==> src/rtl/sp_pkg.sv <==
package sp_pkg;
    typedef enum logic [2:0] {
        OP_NONE   = 3'd0,
        OP_REL    = 3'd1,
        OP_LOW    = 3'd2,
        OP_RELALL = 3'd3,
        OP_TEST   = 3'd4,
        OP_PUWR   = 3'd5,
        OP_PURD   = 3'd6
    } op_e;
endpackage

==> src/rtl/sp_sync.sv <==
module sp_sync #(
    parameter int W = 8
) (
    input  logic         clk,
    input  logic         rst_n,
    input  logic [W-1:0] d_in,
    output logic [W-1:0] d_out
);
    typedef struct packed {
        logic [W-1:0] s1;
        logic [W-1:0] s2;
    } st_t;

    st_t st_d, st_q;

    always_comb begin
        st_d    = st_q;
        st_d.s1 = d_in;
        st_d.s2 = st_q.s1;
    end

    always_ff @(posedge clk) begin
        if (!rst_n) st_q <= '0;
        else        st_q <= st_d;
    end

    assign d_out = st_q.s2;
endmodule

==> src/rtl/sp_pullup.sv <==
module sp_pullup #(
    parameter int PUW = 4,
    parameter int GRP = 2
) (
    input  logic               clk,
    input  logic               rst_n,
    input  logic               wr,
    input  logic               rd,
    input  logic [PUW-1:0]     wdata,
    output logic [PUW-1:0]     rdata,
    output logic               rvalid,
    output logic [PUW*GRP-1:0] pull_en
);
    typedef struct packed {
        logic [PUW-1:0] pu;
        logic [PUW-1:0] rdat;
        logic           rval;
    } st_t;

    st_t st_d, st_q;

    always_comb begin
        st_d      = st_q;
        st_d.rval = 1'b0;
        if (wr) st_d.pu = wdata;
        if (rd) begin
            st_d.rdat = st_q.pu;
            st_d.rval = 1'b1;
        end
    end

    always_ff @(posedge clk) begin
        if (!rst_n) st_q <= '0;
        else        st_q <= st_d;
    end

    for (genvar b = 0; b < PUW; b++) begin : g_pair
        assign pull_en[b*GRP +: GRP] = {GRP{st_q.pu[b]}};
    end

    assign rdata  = st_q.rdat;
    assign rvalid = st_q.rval;
endmodule

==> src/rtl/sel_pin_port.sv <==
module sel_pin_port #(
    parameter int NPIN = 8,
    parameter int IDXW = 4,
    parameter int PUW  = 4,
    parameter int GRP  = 2
) (
    input  logic               clk,
    input  logic               rst_n,
    input  logic               cmd_valid,
    input  logic [2:0]         cmd,
    input  logic [IDXW-1:0]    idx,
    input  logic [PUW-1:0]     acc_in,
    input  logic [NPIN-1:0]    pad_in,
    output logic [NPIN-1:0]    pad_oe,
    output logic [PUW*GRP-1:0] pull_en,
    output logic               skip,
    output logic               idx_err,
    output logic [PUW-1:0]     acc_out,
    output logic               acc_valid
);
    import sp_pkg::*;

    localparam int SELW = $clog2(NPIN);

    typedef struct packed {
        logic [NPIN-1:0] lat;
        logic            skip;
        logic            err;
    } st_t;

    st_t st_d, st_q;

    logic [NPIN-1:0] pad_sync;
    logic [NPIN-1:0] rd_val;
    logic [SELW-1:0] pin;
    logic            in_range;
    op_e             op;
    logic            pu_wr, pu_rd;

    sp_sync #(.W(NPIN)) u_sync (
        .clk   (clk),
        .rst_n (rst_n),
        .d_in  (pad_in),
        .d_out (pad_sync)
    );

    assign op       = op_e'(cmd);
    assign pin      = idx[SELW-1:0];
    assign in_range = (idx < IDXW'(NPIN));
    assign rd_val   = st_q.lat & pad_sync;
    assign pu_wr    = cmd_valid && (op == OP_PUWR);
    assign pu_rd    = cmd_valid && (op == OP_PURD);

    always_comb begin
        st_d      = st_q;
        st_d.skip = 1'b0;
        st_d.err  = 1'b0;
        if (cmd_valid) begin
            case (op)
                OP_REL: begin
                    if (in_range) st_d.lat[pin] = 1'b1;
                    else          st_d.err      = 1'b1;
                end
                OP_LOW: begin
                    if (in_range) st_d.lat[pin] = 1'b0;
                    else          st_d.err      = 1'b1;
                end
                OP_RELALL: st_d.lat = '1;
                OP_TEST: begin
                    if (in_range) st_d.skip = ~rd_val[pin];
                    else          st_d.err  = 1'b1;
                end
                default: ;
            endcase
        end
    end

    always_ff @(posedge clk) begin
        if (!rst_n) begin
            st_q.lat  <= '1;
            st_q.skip <= 1'b0;
            st_q.err  <= 1'b0;
        end else begin
            st_q <= st_d;
        end
    end

    sp_pullup #(.PUW(PUW), .GRP(GRP)) u_pu (
        .clk     (clk),
        .rst_n   (rst_n),
        .wr      (pu_wr),
        .rd      (pu_rd),
        .wdata   (acc_in),
        .rdata   (acc_out),
        .rvalid  (acc_valid),
        .pull_en (pull_en)
    );

    assign pad_oe  = ~st_q.lat;
    assign skip    = st_q.skip;
    assign idx_err = st_q.err;
endmodule

==> config.mk <==
export PLATFORM = sky130hd
export DESIGN_NAME = sel_pin_port
export DESIGN_NICKNAME = d
export VERILOG_FILES = /design/src/rtl/sp_pkg.sv /design/src/rtl/sp_sync.sv /design/src/rtl/sp_pullup.sv /design/src/rtl/sel_pin_port.sv
export SDC_FILE = /design/constraint.sdc
export NUM_CORES = 1
export LEC_CHECK = 0
export BUFFER_PORTS_ARGS = -buffer_cell sky130_fd_sc_hd__buf_2
export CORE_MARGIN = 2
export CORE_UTILIZATION = 49
export CTS_CLUSTER_DIAMETER = 60
export DETAILED_ROUTE_END_ITERATION = 7
export PLACE_DENSITY = 0.77
export SLEW_MARGIN = 15
export SYNTH_ARGS = -nofsm -noshare
export SYNTH_HDL_FRONTEND = slang
export SYNTH_SLANG_ARGS = --single-unit
==> constraint.sdc <==
create_clock -name clk -period 1.5 [get_ports clk]
set_input_delay 0.075 -clock clk [delete_from_list [all_inputs] [get_ports clk]]
set_output_delay 0.075 -clock clk [all_outputs]
set_load 0.005 [all_outputs]
[Yosys cells after proc, flatten, opt, wreduce, memory -nomap -nowiden]
Cells that the tools add are included.
Storage, ports and cells
  RAM bits: 0
  bits in read-only memories: 0
  bits in latches: 0
  memories: 0
  flip-flop bits (word level): 35
  output and inout bits: 23
  logic and storage cells: 42
Cells by class
  $lt $le $gt $ge: 3
  muxes and demuxes: 9
  shift operators: 0
  eq/ne operators: 8
  reductions and logical operators: 8
  multiply operators: 0
  bitwise gates (word level): 6
  div/mod/pow operators: 0
  $add $sub $neg: 0
Operators with widths (count)
  one-hot mux 8 bit (3 select lines): 1
  AND 8 bit: 2
  2-to-1 mux 8 bit: 2
  inverter 8 bit: 2
  == test 3 bit (second input constant): 3
  OR 8 bit: 1
  AND reduction 4 bit: 2
  == test 3 x 2 -> 1 bit (second input constant): 2
  less-than comparator 3 x 4 -> 1 bit (second input constant): 1
  less-than comparator 4 bit (second input constant): 1
  2-to-1 mux 1 bit: 4
  != test 2 bit (second input constant): 2
  binary-select mux 1 bit (select 3 bit): 1
  demux 1 bit (select 3 bit): 1
  == test 3 x 1 -> 1 bit (second input constant): 1
  >= comparator 3 x 1 -> 1 bit (second input constant): 1
  logical AND 1 bit: 3
  AND reduction 3 bit: 1
  nonzero test 3 bit: 1
  OR reduction 3 bit: 1
  inverter 1 bit: 1

[Logic depth before layout (Yosys ltp)]
  depth in word-level cells: 8
  depth in mapped cells: 6
  depth with buffers taken out: 4

[By module]
From an unflattened synthesis, not the netlist that was laid out.
Unflattened totals
  cells, all modules: 156
  area, all modules: 1493.9 µm²
By module, submodules not included
  sel_pin_port: cells an instance 91, area an instance 680.7 µm², instances 1, sequential area each 200.2 µm²
  sp_sync: cells an instance 33, area an instance 446.7 µm², instances 1, sequential area each 320.3 µm²
  sp_pullup: cells an instance 32, area an instance 366.6 µm², instances 1, sequential area each 180.2 µm²

[Worst setup path after synthesis]
Ideal clock, no wire load.
  path kind: in2reg
  start point: input cmd[1]
  end point: register st_q[5] (netlist name)
  setup slack: 399 ps
  arrival: 961 ps
  path buffers: 2
  stages: 6
  required time: 1360 ps
  cells stage by stage: buf_4 > o21bai_1 > a211o_1 > buf_6 > o21ai_1 > o211ai_1
Between the ends
  word-level cells in the longest chain between the ends: 3
  elaborated cells on any way between the ends: 8
  those cells by class: 5 x eq/ne; 1 x mux; 2 x reduce/logical
Ends and longest elaborated chain
  start: declaration: RTL line sel_pin_port.sv:10  | input logic [2:0] cmd,
  == test 3 x 1 -> 1 bit / == test 3 x 2 -> 1 bit (equally long branches): RTL line sel_pin_port.sv:59  | case (op)
  != test 2 bit (no line) / nonzero test 3 bit (equally long branches)
  AND reduction 4 bit (no line)
  end signal: assignment: RTL line sel_pin_port.sv:84  | st_q <= st_d;
  end: declaration: RTL line sel_pin_port.sv:31  | st_t st_d, st_q;
Several ways; a longest one is shown, not always the timed one.
A chain may end at the register's enable or synchronous reset.

[Worst setup path in the final report]
  start point: input cmd_valid
  end point: register st_q[8] (netlist name)
Between the ends
  word-level cells in the longest chain between the ends: 1
Ends and longest elaborated chain
  start: declaration: RTL line sel_pin_port.sv:9  | input logic cmd_valid,
  AND reduction 4 bit (no line)
No other way between the ends.

==> flow_summary.yaml <==
run_status:
  outcome: "completed"
timing:
  timing.final.ws_setup_ns: 0.09221
  fin_hold_ws_ns: 0.003604
  worstMarginPinSlew_ns: 0.4471
  max_freq_ghz: 0.7103
  rsz0062_at_grt: "false"
  finClkSkew_ns: 0.008583
  maxSlewViolCount: 0
  fin_crit_sh_pct: 93.85
  hold_violations: 0
  finalSetupViolCount: 0
  final.setup.tns_ns: 0
  fin_crit_ns: 1.408
  slew_headroom_pct: 70.19
finish:
  final_cell_mix: "buf_2 (44), dfxtp_1 (35), and2_1 (16)"
  diodes: 0
  seq_area_sq_um: 700.7
  final_util_pct: 64.10
  final_common_cell: "buf_2"
  final_nets: 230
  nFillCells: 236
  multiInputGateArea_sq_um: 596.8
  fin_cells: 240
  syn_to_final_growth_pct: 23.59
  drive_gt1_share_pct: 27.27
  stdcell_area_sq_mm: 0.001783
grt:
  grt_pass1_vias: 1042
  grt_pass1_wl_mm: 4.560
  grt_max_degree: 17
  grt_usage_pct: 18.18
  grt-ovfl-total: 0
  antenna_found_initial: 0
critical_path:
  regToRegSetupSlack_ns: 0.33
  r2r_start: "st_q[8]"
  end_kind: "register"
  crit_arrival_ns: 1.61
  r2r-end: "skip"
  cpLargestDelayFamily: "compound AO/OA/AOI/OAI gates"
  cp_num_buf_inv: 3
  cpMaxStageDelayCell: "dlygate4sd3_1"
  required_ns: 1.71
  cp_slowest_stage_delay_ns: 0.52
  crit_type: "in2reg"
  cp_cell_sequence: "dlygate4sd3_1 > buf_2 > inv_1 > a211o_1 > o21ai_0 > o211ai_1"
  crit_fanout: 16
  startpoint_type: "input pin"
  r2r_cells: 3
hold_path:
  min_from: "acc_in[0]"
  hold_path_end: "u_pu.pull_en[0]"
  whs_path_depth: 3
  hold_path.class: "in2reg"
clock_tree:
  cts_buffer_depth: 2
  hold_buffers: 12
  htreeDepth: 2
  clk-insertion-delay-late_ns: 0.33
  cts_root_buf: "clkbuf_4"
  post-cts-setup-buffers: 0
  cts.sinks: 35
  clkTransAtPathRegs_ns: 0.10
  cts_tree: "yes"
  numCtsBuffers: 5
  cts-resized-gates: 0
yosys:
  synth_area_sq_mm: 0.001443
  synthesis.nets: 181
  ys_types: 35
  ys_seq_area_share_pct: 48.57
  yosysWarningCount: 0
  avgSynthCellArea_sq_um: 9.073
  netlist_instances: 159
  ys_seq_elements: 35
route:
  antenna_left: 0
  drt-total-wl_mm: 3.011
  initialDrtViolationCount: 14
  wl_per_cell_um: 12.55
  dr.pass1.iters: 4
  vias_per_cell: 5.225
  dr_total_vias: 1254
  route.detailed.drc: 0
pwr:
  peakVddDrop_mv: 0.9203
  cellLeakagePower_nw: 0.8790
  total_power_mw: 1.632
  p_per_area_mw_per_mm2: 915.1
floorplan:
  io_pins: 45
  dieArea_sq_mm: 0.003394
  start_util_pct: 51.87
  fp-row-count: 19
  dieWidth_um: 58.26
  die_h_um: 58.26
  coreArea_sq_mm: 0.002781
placed_design:
  numPlacedInstances: 220
  post-dp-hpwl_mm: 2.060
  routabilityCongestion: 0.7972
  numPortBuffers: 44
  dpl_cell_area_sq_mm: 0.001609
  place_ws_ns: 0.1914
job:
  drv_cap: 0
registers in the layout (all words and copies together) (netlist names):
| register | flops |
|---|---|
| idx_err | 1 |
| st_q | 8 |
| u_sync.st_d | 8 |
| u_sync.d_out | 8 |
| u_pu.rvalid | 1 |
| skip | 1 |
| u_pu.rdata | 4 |
| u_pu.pull_en | 4 |
Yosys cell counts (all sizes together):
library cell | instances | area, sq um
nand3b | 2 | 15.01
o221ai | 2 | 17.52
a41oi | 1 | 8.760
nand2 | 10 | 37.54
o211ai | 7 | 52.55
and3b | 2 | 18.77
nor2 | 9 | 33.78
nor3 | 1 | 5.000
a2111oi | 1 | 8.760
nand3 | 8 | 40.04
a211o | 1 | 8.760
xor2 | 1 | 8.760
or3b | 1 | 11.26
nand4 | 1 | 6.260
mux2i | 4 | 40.04
and2 | 16 | 100.1
o21ai | 8 | 40.04
o21bai | 1 | 7.510
clkinv | 1 | 3.750
a21oi | 12 | 60.06
clkbuf | 5 | 20.01
buf | 10 | 80.07
nand2b | 1 | 6.260
dfxtp | 35 | 700.7
nor3b | 1 | 7.510
inv | 11 | 41.29
a31oi | 2 | 12.51
mux2 | 3 | 37.53
nor2b | 2 | 12.51
layout make-up:
type,count,area share (%)
clock buffers,6,2.316
clock inverters,2,0.7018
inverters,12,2.526
multi-input cells,97,33.47
flip-flops and latches,35,39.30
well taps,31,2.175
repair buffers,57,19.51
metal layers:
metal  vias up  routed length (um)  share of wire (%)  global-route usage [%]
met5         -                   0                  0                       0
met4         0                  36                1.2                   9.302
met3         5                 192                6.4                   4.911
met2        49                1519                 50                   30.34
met1       570                1263                 42                   21.23
li1        630                   -                  -                       -
cell families (layout without fill, tap and decap cells):
| family | count (synthesis) | count (layout) | synth area share [%] |
|---|---|---|---|
| compound gates | 35 | 35 | 15.01 |
| mux | 7 | 7 | 5.377 |
| simple gates | 54 | 54 | 20.38 |
| buf+inv | 27 | 77 | 10.06 |
| xor+xnor | 1 | 1 | 0.6072 |
| flops | 35 | 35 | 48.57 |
tightest hold or removal path: cells and delay by family:
family                 cells  cell delay, ns
AND/OR/NAND/NOR            1            0.05
buffers and inverters      1            0.10
AO/OA/AOI/OAI              1            0.06
worst max path at each step:
stage,to,depth (start not counted),slack (ns),startpoint
5_1_grt,st_q[8],6,0.09,cmd_valid
3_5_place_dp,st_q[8],5,0.19,cmd[0]
3_3_place_gp,st_q[3],5,0.27,cmd[0]
4_1_cts,st_q[8],6,0.14,cmd_valid
2_1_floorplan,st_q[5],6,0.40,cmd[1]
6_report,st_q[8],6,0.09,cmd_valid
power breakdown:
group	switching [mW]	total (mW)	internal, mW
registers	0.00959	0.965	0.956
logic	0.0896	0.180	0.0903
clock network	0.305	0.486	0.181
Power figures use the tool's default switching activity.
